===== src/rtl/hzc_pkg.sv =====
package hzc_pkg;

   localparam int OP_W    = 3;
   localparam int PCSEL_W = 2;

   typedef enum logic [OP_W-1:0] {
      OP_ADD  = 3'd0,
      OP_ADDI = 3'd1,
      OP_NAND = 3'd2,
      OP_LUI  = 3'd3,
      OP_SW   = 3'd4,
      OP_LW   = 3'd5,
      OP_BEQ  = 3'd6,
      OP_JALR = 3'd7
   } op_e;

   typedef enum logic [PCSEL_W-1:0] {
      PCS_SEQ    = 2'b00,
      PCS_BRANCH = 2'b01,
      PCS_JUMP   = 2'b10
   } pcsel_e;

   typedef enum logic [1:0] {
      SRC2_NONE = 2'd0,
      SRC2_RC   = 2'd1,
      SRC2_RA   = 2'd2
   } src2_e;

   // Every opcode except lui reads rB as its first source.
   function automatic logic reads_rb(op_e op);
      return op != OP_LUI;
   endfunction

   // Field carrying the second source operand, if any.
   function automatic src2_e second_src(op_e op);
      case (op)
         OP_ADD, OP_NAND: return SRC2_RC;
         OP_SW, OP_BEQ:   return SRC2_RA;
         default:         return SRC2_NONE;
      endcase
   endfunction

   // Stores and branches leave the register file untouched.
   function automatic logic writes_rf(op_e op);
      return !(op == OP_SW || op == OP_BEQ);
   endfunction

endpackage


===== src/rtl/hzc_src_decode.sv =====
module hzc_src_decode
   import hzc_pkg::*;
#(
   parameter int REG_W = 3
) (
   input  op_e              op_i,
   input  logic [REG_W-1:0] ra_i,
   input  logic [REG_W-1:0] rb_i,
   input  logic [REG_W-1:0] rc_i,
   output logic             s1_vld_o,
   output logic [REG_W-1:0] s1_idx_o,
   output logic             s2_vld_o,
   output logic [REG_W-1:0] s2_idx_o,
   output logic [REG_W-1:0] tgt_o
);

   src2_e s2_kind;

   always_comb begin
      s2_kind  = second_src(op_i);
      s1_vld_o = reads_rb(op_i);
      s1_idx_o = rb_i;
      case (s2_kind)
         SRC2_RC: begin
            s2_vld_o = 1'b1;
            s2_idx_o = rc_i;
         end
         SRC2_RA: begin
            s2_vld_o = 1'b1;
            s2_idx_o = ra_i;
         end
         default: begin
            s2_vld_o = 1'b0;
            s2_idx_o = '0;
         end
      endcase
      tgt_o = writes_rf(op_i) ? ra_i : '0;
   end

endmodule


===== src/rtl/hzc_load_use.sv =====
module hzc_load_use
   import hzc_pkg::*;
#(
   parameter int REG_W            = 3,
   parameter bit SKIP_ZERO_TARGET = 1'b1
) (
   input  op_e              ex_op_i,
   input  logic [REG_W-1:0] ex_rt_i,
   input  logic             s1_vld_i,
   input  logic [REG_W-1:0] s1_idx_i,
   input  logic             s2_vld_i,
   input  logic [REG_W-1:0] s2_idx_i,
   output logic             hazard_o
);

   logic tgt_live;
   logic hit1;
   logic hit2;

   generate
      if (SKIP_ZERO_TARGET) begin : g_skip_r0
         // r0 reads as zero, so a load into it never feeds a consumer.
         assign tgt_live = (ex_rt_i != '0);
      end else begin : g_any_tgt
         assign tgt_live = 1'b1;
      end
   endgenerate

   always_comb begin
      hit1     = s1_vld_i && (s1_idx_i == ex_rt_i);
      hit2     = s2_vld_i && (s2_idx_i == ex_rt_i);
      hazard_o = (ex_op_i == OP_LW) && tgt_live && (hit1 || hit2);
   end

endmodule


===== src/rtl/hzc_redirect.sv =====
module hzc_redirect
   import hzc_pkg::*;
(
   input  op_e    ex_op_i,
   input  logic   ex_eq_i,
   output logic   squash_o,
   output pcsel_e pc_sel_o
);

   always_comb begin
      squash_o = 1'b0;
      pc_sel_o = PCS_SEQ;
      case (ex_op_i)
         OP_BEQ: begin
            if (ex_eq_i) begin
               squash_o = 1'b1;
               pc_sel_o = PCS_BRANCH;
            end
         end
         OP_JALR: begin
            squash_o = 1'b1;
            pc_sel_o = PCS_JUMP;
         end
         default: begin
            squash_o = 1'b0;
            pc_sel_o = PCS_SEQ;
         end
      endcase
   end

endmodule


===== src/rtl/hzc_stall_squash_ctl.sv =====
module hzc_stall_squash_ctl
   import hzc_pkg::*;
#(
   parameter int REG_W            = 3,
   parameter bit SKIP_ZERO_TARGET = 1'b1
) (
   input  logic             clk,
   input  logic             rst_n,
   input  logic [2:0]       dec_op,
   input  logic [REG_W-1:0] dec_ra,
   input  logic [REG_W-1:0] dec_rb,
   input  logic [REG_W-1:0] dec_rc,
   input  logic             ex_eq,
   output logic             stall,
   output logic             squash,
   output logic [1:0]       pc_sel,
   output logic [2:0]       ex_op,
   output logic [REG_W-1:0] ex_rt
);

   localparam logic [REG_W-1:0] RT_NONE = '0;

   initial begin : param_chk
      assert (REG_W >= 1 && REG_W <= 8)
         else $error("hzc_stall_squash_ctl: REG_W out of range");
   end

   op_e              dec_op_e;
   op_e              ex_op_q;
   logic [REG_W-1:0] ex_rt_q;
   logic             s1_vld;
   logic [REG_W-1:0] s1_idx;
   logic             s2_vld;
   logic [REG_W-1:0] s2_idx;
   logic [REG_W-1:0] dec_tgt;
   logic             hazard;
   logic             sq;
   pcsel_e           pcs;

   assign dec_op_e = op_e'(dec_op);

   hzc_src_decode #(.REG_W(REG_W)) u_src (
      .op_i     (dec_op_e),
      .ra_i     (dec_ra),
      .rb_i     (dec_rb),
      .rc_i     (dec_rc),
      .s1_vld_o (s1_vld),
      .s1_idx_o (s1_idx),
      .s2_vld_o (s2_vld),
      .s2_idx_o (s2_idx),
      .tgt_o    (dec_tgt)
   );

   hzc_load_use #(.REG_W(REG_W), .SKIP_ZERO_TARGET(SKIP_ZERO_TARGET)) u_lu (
      .ex_op_i  (ex_op_q),
      .ex_rt_i  (ex_rt_q),
      .s1_vld_i (s1_vld),
      .s1_idx_i (s1_idx),
      .s2_vld_i (s2_vld),
      .s2_idx_i (s2_idx),
      .hazard_o (hazard)
   );

   hzc_redirect u_rd (
      .ex_op_i  (ex_op_q),
      .ex_eq_i  (ex_eq),
      .squash_o (sq),
      .pc_sel_o (pcs)
   );

   // Decode/execute opcode and target fields; bubble = add to r0.
   always_ff @(posedge clk or negedge rst_n) begin
      if (!rst_n) begin
         ex_op_q <= OP_ADD;
         ex_rt_q <= RT_NONE;
      end else if (hazard || sq) begin
         ex_op_q <= OP_ADD;
         ex_rt_q <= RT_NONE;
      end else begin
         ex_op_q <= dec_op_e;
         ex_rt_q <= dec_tgt;
      end
   end

   assign stall  = hazard;
   assign squash = sq;
   assign pc_sel = pcs;
   assign ex_op  = ex_op_q;
   assign ex_rt  = ex_rt_q;


   stall_bubble_chk: assert property (@(posedge clk) disable iff (!rst_n)
      stall |=> (ex_op == 3'd0 && ex_rt == RT_NONE));


   single_stall_chk: assert property (@(posedge clk) disable iff (!rst_n)
      stall |=> !stall);


   squash_bubble_chk: assert property (@(posedge clk) disable iff (!rst_n)
      squash |=> (ex_op == 3'd0 && ex_rt == RT_NONE));


   no_target_chk: assert property (@(posedge clk) disable iff (!rst_n)
      (ex_op == 3'd4 || ex_op == 3'd6) |-> ex_rt == RT_NONE);


   jump_redirect_chk: assert property (@(posedge clk) disable iff (!rst_n)
      (ex_op == 3'd7) |-> (squash && pc_sel == 2'b10));


   beq_fallthru_chk: assert property (@(posedge clk) disable iff (!rst_n)
      (ex_op == 3'd6 && !ex_eq) |-> (!squash && !stall && pc_sel == 2'b00));

endmodule


===== config.mk =====
export PLATFORM = sky130hd
export DESIGN_NAME = hzc_stall_squash_ctl
export DESIGN_NICKNAME = d
export VERILOG_FILES = /design/src/rtl/hzc_pkg.sv /design/src/rtl/hzc_src_decode.sv /design/src/rtl/hzc_load_use.sv /design/src/rtl/hzc_redirect.sv /design/src/rtl/hzc_stall_squash_ctl.sv
export SDC_FILE = /design/constraint.sdc
export NUM_CORES = 1
export LEC_CHECK = 0
export BUFFER_PORTS_ARGS = -buffer_cell sky130_fd_sc_hd__buf_2
export CAP_MARGIN = 30
export CORE_AREA = 2 2 39 41
export CTS_CLUSTER_SIZE = 16
export DETAILED_ROUTE_END_ITERATION = 12
export DIE_AREA = 0 0 41 43
export PLACE_DENSITY = 0.6
export SETUP_SLACK_MARGIN = 0.1
export SYNTH_ARGS = -nofsm -noshare
export SYNTH_HDL_FRONTEND = slang
export SYNTH_SLANG_ARGS = --single-unit

===== constraint.sdc =====
create_clock -name clk -period 5.3 [get_ports clk]
set_clock_uncertainty 0.2 [all_clocks]
set_input_delay 0.795 -clock clk [delete_from_list [all_inputs] [get_ports clk]]
set_output_delay 0.795 -clock clk [all_outputs]
set_load 0.03 [all_outputs]

# == Word-level counts from Yosys, hierarchy flattened ==
# Cells that the tools add are included.
# totals
input_bits,15
word_cells,35
out_inout_bits,10
reg_bits,6
# op_classes
muxes,10
n_eq_ne,11
n_reduce_logical,12
# op_table
cell,count
$eq A3 B3 Y1 const B,5
$mux W3,3
$pmux W2 S2,2
$eq A3 B3 Y1,2
$pmux W3 S2,1
$reduce_or A2 Y1,3
$logic_and A1 B1 Y1,4
$eq A3 B2 Y1 const B,1
$logic_not A3 Y1,1
$logic_or A1 B1 Y1,3
$mux W1,3
$ne A3 B2 Y1 const B,1
$reduce_bool A3 Y1,1
$eq A2 B1 Y1 const B,1
$eq A2 B2 Y1 const B,1
$pmux W1 S2,1

# == Depth between registers and ports, before layout ==
# Gate-level depths: netlist (run 1).
# logic_depth
ltp_word,11
depth_mapped,7
ltp_nobuf,7

# == Cells and area by module ==
# A second synthesis (run 1) with hierarchy kept.
# unflattened
hier_cells,47
hier_area_um2,457.9
# by_module_without_submodules
module,cells_per_inst,area_each_um2,n_inst,seq_area_each_um2
hzc_stall_squash_ctl,12,195.2,1,150.1
hzc_src_decode,20,138.9,1,0.0
hzc_load_use,12,96.3,1,0.0
hzc_redirect,3,27.5,1,0.0

# == Least setup slack after synthesis (run 1) ==
# Ideal clock, no wire load.
# synth_timing
path_kind,input port to output port
start,input port dec_op[0]
end,output port stall
path_stages,7
path_slack_ns,2.094
arrival_ns,2.211
n_path_buf,0
path_cell_list,nand2b_1 inv_1 ha_1 a22oi_2 xnor2_1 nor4_4 or2_1
# synth_via
elab_chain_cells,9
word_cells_on_any_way,18
cone_classes,eq/ne (7); mux (3); reduce/logical (8)
# synth_rtl
element,line_no,text
from (decl),hzc_stall_squash_ctl.sv:9,"input logic [2:0] dec_op,"
"$eq A3 B3 Y1, or another cell as far along",hzc_pkg.sv:36,case (op)
$reduce_or A2 Y1,hzc_pkg.sv:36,
$pmux W2 S2,hzc_pkg.sv:36,
$eq A2 B2 Y1 / $eq A2 B1 Y1 (equally long branches),hzc_src_decode.sv:23,case (s2_kind)
$pmux W3 S2 / $reduce_or A2 Y1 (equally long branches),-,
$eq A3 B3 Y1 / $mux W1 (equally long branches),"hzc_load_use.sv:31, hzc_src_decode.sv:23",
$logic_and A1 B1 Y1,hzc_load_use.sv:31,hit2 = s2_vld_i && (s2_idx_i == ex_rt_i);
$logic_or A1 B1 Y1 (*),hzc_load_use.sv:32,hazard_o = (ex_op_i == OP_LW) && tgt_live && (hit1 || hit2);
$logic_and A1 B1 Y1 (*),hzc_load_use.sv:32,
to (decl),hzc_stall_squash_ctl.sv:14,"output logic stall,"
# Mark *: on every way between the ends. The rest lies on a longest branch, timed or not.

# == Worst setup path after layout (run 1) ==
# Same ends and word-level chain as after synthesis.

==> flow_summary.toml, run 1 <==
[critical_path]
cpMostUsedCell = "buf_2"
cp_max_fo = 7
path_cells = "buf_2 -> nand2b_1 -> ha_1 -> nor4bb_1 -> nand2_1 -> nor4_4 -> or2_1 -> buf_2"
slowest_delay_ns = 0.31
path_class = "primary input to output port"
path_delay_family = "simple AND/OR/NAND/NOR gates"
worstPathArrival_ns = 2.44
crit_path_start = "dec_op[0]"
cp_slowest_cell = "ha_1"
timing.rr.start = "ex_rt[1]$_DFF_PN0_"
crit_required_ns = 4.30
end_kind = "output port"
cp-start-kind = "primary input"
path_buf_inv = 2

[clock_network]
post_cts_resized = 0
htreeDepth = 1
numCtsBuffers = 3
cts_root_buffer = "clkbuf_4"
postCtsSetupRepairBufs = 0
hold_buffers = 0
cts.path.max_buffers = 2
clock-sinks = 6
clk_pin_slew_worst_paths_ns = 0.05
cts_tree = "done"
insertion_delay_ns = 0.25

[sta]
setup_viol = 0
min_period_ns = 3.44
worst_slew_pin_slew_ns = 0.602
max_freq_ghz = 0.291
hold_viol = 0
fin_ws_ns = 1.86
fin_tns_setup_ns = 0
grt_setup_unrepaired = "false"
slew_headroom_pct = 59.5
slew_violations = 0
post-route-period-util_pct = 64.9

[synthesis]
syn_inst = 46
synth.area.top_cells = "dfrtp_1 34%, xnor2_1 8.0%, nor3_1 6.8%, a22oi_2 5.7%, ha_1 5.7%"
yosys-top-cells-count = "6 x dfrtp_1, 6 x nor3_1, 5 x nand2_1, 4 x xnor2_1"
ys_types = 22
syn_area_um2 = 439
synth_fp_nets = 63
synth_top_area_share_pct = 34.2
synth-edff-count = 0
yosysSeqAreaShare_pct = 34.2
synth_top_cell_by_area = "dfrtp_1"
yosysWarnings = 0
ys_ff_latch = 6
async_flop_share_pct = 100
synth_flop_cell = "dfrtp_1"
syn_area_per_cell_um2 = 9.55

[die]
boundaryPins = 25
rows = 14
core_um2 = 1380
initial_core_util_pct = 31.7
die_y_um = 43
die_area_um2 = 1760
fp.dieW_um = 41

[layout]
fin_area_um2 = 602
drive_above_1_share_pct = 42.5
fillers = 142
diodes = 0
syn_to_final_growth_pct = 37.0
fin_nets = 92
fin_cells = 89

[detailed_routing]
wl_per_cell_um = 11.4
vias = 437
drt-pass1-iter-count = 4
drt_iter0_drc = 6
drc_errors = 0
ant_nets = 0
wirelength_um = 1020
via_per_inst = 4.91

[place]
hpwl_um = 841
dp.cells = 86
portBuffers = 24
routabilityCongestion = 0.754
place_ws_ns = 1.85
dpl-instance-area_um2 = 579

[power_and_ir_drop]
p_switching_uw = 50.1
p_clk_share_pct = 29.9
p_seq_share_pct = 38.5
powerDensity_nw_per_um2 = 238
p_comb_share_pct = 31.7
switching_share_pct = 35.0
peakVddDrop_v = 0.0000955
leakage_nw = 0.315
power.internal_uw = 93.2

[global_route]
antenna_found_initial = 0
grt_pass1_wl_um = 1660
grt_util_all_layers_pct = 14.3
grt_pass1_vias = 402
grt_overflow = 0
grt_start_max_net_pins = 8

[min_path]
hold_path_class = "primary input to async pin"

[job]
maxCapViolations = 0

[run_status]
status = "completed"
[cells by family (layout without fill, tap and decap cells)]
group                    count (synthesis)  count (layout)  synth area share [%]
AND/OR/NAND/NOR                         24              24                  35.3
XOR/XNOR                                 6               6                  12.0
flip-flops                               6               6                  34.2
AO/OA/AOI/OAI                            5               5                  10.3
buffers and inverters                    3              30                  2.56
adder cells (fa/ha/maj)                  2               2                  5.70
[flip-flops by register name, indices dropped and copies added, names as in the netlist]
signal	cells
ex_rt	3
ex_op	3
[layout make-up]
cell class              count  area, µm²  area share, %
multi-input cells          37        278           46.2
flip-flops and latches      6        150           24.9
repair buffers             24        120           20.0
clock buffers               3       22.5           3.74
well taps                  16       20.0           3.33
inverters                   3       11.3           1.87
[final timing paths]
path | slack, ns | depth (start not counted) | end
max | 1.86 | 8 | stall
min in group clk | 0.58 | 3 | ex_op[1]$_DFF_PN0_
max in group asynchronous | 4.60 | 1 | ex_op[2]$_DFF_PN0_
max reg2reg | 3.52 | 4 | ex_op[1]$_DFF_PN0_
min | 0.16 | 1 | ex_rt[1]$_DFF_PN0_
min reg2reg | 0.64 | 3 | ex_op[2]$_DFF_PN0_
[through the flow]
step           hold WS (ns)  util (%)  power [mW]
2_1_floorplan         0.299         -      0.0851
3_3_place_gp          0.423      41.9       0.102
3_5_place_dp          0.424      41.9       0.102
4_1_cts               0.157      43.5       0.145
5_1_grt               0.157      43.5       0.152
6_report              0.157      43.5       0.143
[cell usage in the layout, fill, tap and decap left out, types with 2 or more instances in the layout]
cell type | Yosys | final
a22oi_2 | 2 | 2
buf_2 | 0 | 24
clkbuf_4 | 0 | 3
dfrtp_1 | 6 | 6
ha_1 | 2 | 2
inv_1 | 3 | 3
nand2_1 | 5 | 5
nand3_1 | 3 | 3
nor3_1 | 6 | 6
xnor2_1 | 4 | 4
xor2_1 | 2 | 2
[power groups by stage]
stage | Combinational [mW] | Clock, mW | Sequential (mW)
2_1_floorplan | 0.0223 | 0 | 0.0628
3_3_place_gp | 0.0457 | 0 | 0.0558
3_5_place_dp | 0.0457 | 0 | 0.0559
4_1_cts | 0.0459 | 0.0443 | 0.0552
5_1_grt | 0.0501 | 0.0457 | 0.0559
6_report | 0.0454 | 0.0428 | 0.0551
[layer usage]
layer,track usage (%),vias up,share of wire [%]
met2,19.4,20,42
met4,10.0,0,2.8
met3,3.14,3,8.0
li1,-,227,-
met5,0,-,0
met1,19.3,187,47
Power figures use the tool's default switching activity.
==> run 2, diff against run 1 <==
ABC_AREA = 1   (was not set)
PLACE_DENSITY = 0.59   (was 0.6)
clock period = 3.2 ns   (was 5.3 ns; I/O delays follow)
==> run 2 against run 1 <==
Compared with the run above:
- synthesized cell count grew 43%
- total power up 63%
- design area shrank 0.42%
- non-clock buffer count rose by 1
- flip-flop and latch count stayed put
- register-to-register slack got worse by 1.7 ns
- sequential share of layout area is 0.10 points higher
==> flow_summary.toml, run 2 <==
[layout]
fin_nets = 113
diodes = 0
final_cell_mix = "24 x buf_2, 21 x nand2_1, 13 x inv_1, 11 x nor2_1, 6 x dfrtp_1"
final_common_cell = "buf_2"
syn_to_final_growth_pct = 40.5
drive_above_1_share_pct = 29.8

[place]
place_ws_ns = 0.727
portBuffers = 24
routabilityCongestion = 0.669
hpwl_um = 795

[critical_path]
cp-start-kind = "primary input"
end_kind = "output port"
cp_max_fo = 4
crit_required_ns = 2.52
worstPathArrival_ns = 1.78
path_class = "primary input to output port"

[clock_network]
postCtsSetupRepairBufs = 0
cts.path.max_buffers = 2
insertion_delay_ns = 0.24
clock-sinks = 6
cts_tree = "done"
htreeDepth = 1
clk_pin_slew_worst_paths_ns = 0.04
cts_root_buffer = "clkbuf_4"
numCtsBuffers = 3

[sta]
post-route-period-util_pct = 76.9
max_freq_ghz = 0.406
grt_setup_unrepaired = "false"
slew_violations = 0
setup_viol = 0
hold_viol = 0
min_period_ns = 2.46
fin_ws_ns = 0.738
slew_headroom_pct = 85.4
worst_slew_pin_slew_ns = 0.218
fin_tns_setup_ns = 0

[detailed_routing]
vias = 472
ant_nets = 0
drc_errors = 0
via_per_inst = 4.29
drt_iter0_drc = 4
drt-pass1-iter-count = 4
wl_per_cell_um = 8.49
wirelength_um = 934

[min_path]
hold_path_class = "primary input to register"

[power_and_ir_drop]
power.internal_uw = 155
p_clk_share_pct = 28.0
leakage_nw = 0.378
peakVddDrop_v = 0.000183
powerDensity_nw_per_um2 = 390
p_seq_share_pct = 38.8
p_switching_uw = 79.0
switching_share_pct = 33.8
p_comb_share_pct = 33.2

[die]
boundaryPins = 25
fp.dieW_um = 41
rows = 14
initial_core_util_pct = 30.8
die_y_um = 43
die_area_um2 = 1760
core_um2 = 1380

[run_status]
status = "completed"

[global_route]
antenna_found_initial = 0
grt_util_all_layers_pct = 12.7
grt_pass1_wl_um = 1520
grt_start_max_net_pins = 7
grt_pass1_vias = 435
grt_overflow = 0

[synthesis]
syn_area_um2 = 427
ys_ff_latch = 6
yosysSeqAreaShare_pct = 35.2
synth.area.top_cells = "dfrtp_1 35%, nand2_1 18%, inv_1 11%, nor2_1 9.7%, xnor2_1 6.2%"
yosys-top-cells-count = "21 x nand2_1, 13 x inv_1, 11 x nor2_1, 6 x dfrtp_1, 4 x nand3_1"
synthAdderAreaFrac_pct = 5.87
synth-xor-area-share_pct = 6.16
synth_compound_area_share_pct = 1.17
yosysWarnings = 0
synth_fp_nets = 83
synth-edff-count = 0
synth_flop_cell = "dfrtp_1"
synth_top_cell_by_area = "dfrtp_1"
synth_top_area_share_pct = 35.2
synth-simple-area-share_pct = 40.2
synth.most_common_cell = "nand2_1"
syn_area_per_cell_um2 = 6.46
synth_top_family_by_area = "simple AND/OR/NAND/NOR gates"
ys_types = 13
syn_inst = 66
synth.area.mux_share_pct = 0
async_flop_share_pct = 100

[job]
maxCapViolations = 0
run 2: changes by cell type after synthesis, sizes merged, moves of 2 or more:
cell,delta
xor2,-2
inv,+10
a22oi,-3
nor2,+10
nand2,+17
nor3,-5
run 2: cell families (layout without fill, tap and decap cells):
| logic type | count (synthesis) | count (layout) |
|---|---|---|
| AND/OR/NAND/NOR | 41 | 41 |
| buffers and inverters | 13 | 41 |
| adder cells (fa/ha/maj) | 2 | 2 |
| flip-flops | 6 | 6 |
| AO/OA/AOI/OAI | 1 | 1 |
| XOR/XNOR | 3 | 3 |
run 2: timing repair:
action,CTS,global route
gates resized for setup,0,0
hold buffers,1,0
endpoints found under the hold margin,6,0
run 2: layout make-up:
type | instances | area, µm²
Fill cell | 161 | 785
Multi-Input combinational cell | 47 | 228
Sequential cell | 6 | 150
Timing Repair Buffer | 25 | 130
Inverter | 13 | 48.8
Clock buffer | 3 | 22.5
Tap cell | 16 | 20.0
run 2: metal layers:
layer  GRT usage, %  wire length, µm  part of all wire, %
met3           3.66               50                  5.4
met1           14.0              419                   45
met5              0                0                    0
met4           6.00                0                    0
met2           20.9              464                   50
run 2: worst paths after layout:
check	cells past startpoint	slack [ns]	end	start
setup reg to reg	7	1.80	ex_op[0]$_DFF_PN0_	ex_rt[2]$_DFF_PN0_
hold reg to reg	4	0.52	ex_rt[0]$_DFF_PN0_	ex_op[1]$_DFF_PN0_
min in group asynchronous	2	0.41	ex_rt[2]$_DFF_PN0_	rst_n
max in group asynchronous	2	2.25	ex_op[2]$_DFF_PN0_	rst_n
hold / removal	3	0.27	ex_op[1]$_DFF_PN0_	dec_op[1]
setup / recovery	13	0.74	stall	dec_op[2]
run 2: critical path: stages:
cell and delay (ns):
buf_2 0.09, inv_1 0.06, nor2_1 0.12, inv_1 0.10, ha_1 0.21, nand2_1 0.08, nand2_1 0.05, nand2_1 0.05
nand3_1 0.08, o21ai_1 0.13, nand2_1 0.08, inv_1 0.06, buf_2 0.18
run 2: stage by stage:
| step | instance area [µm²] | cells | util (%) | hold WS [ns] | total power [mW] |
|---|---|---|---|---|---|
| floorplan | 427 | 66 | - | -0.0156 | 0.143 |
| global placement | 567 | 106 | 41.0 | 0.105 | 0.169 |
| detailed placement | 567 | 106 | 41.0 | 0.110 | 0.170 |
| CTS | 599 | 110 | 43.3 | 0.260 | 0.239 |
| global route | 599 | 110 | 43.3 | 0.271 | 0.250 |
| finish | 599 | 110 | 43.3 | 0.267 | 0.234 |
run 2: power groups by stage:
| stage | sequential, mW | clock, mW | combinational (mW) |
|---|---|---|---|
| after floorplan | 0.105 | 0 | 0.0373 |
| after global placement | 0.0918 | 0 | 0.0775 |
| after detailed placement | 0.0921 | 0 | 0.0777 |
| after CTS | 0.0909 | 0.0690 | 0.0789 |
| after global routing | 0.0922 | 0.0706 | 0.0873 |
| final | 0.0908 | 0.0655 | 0.0777 |
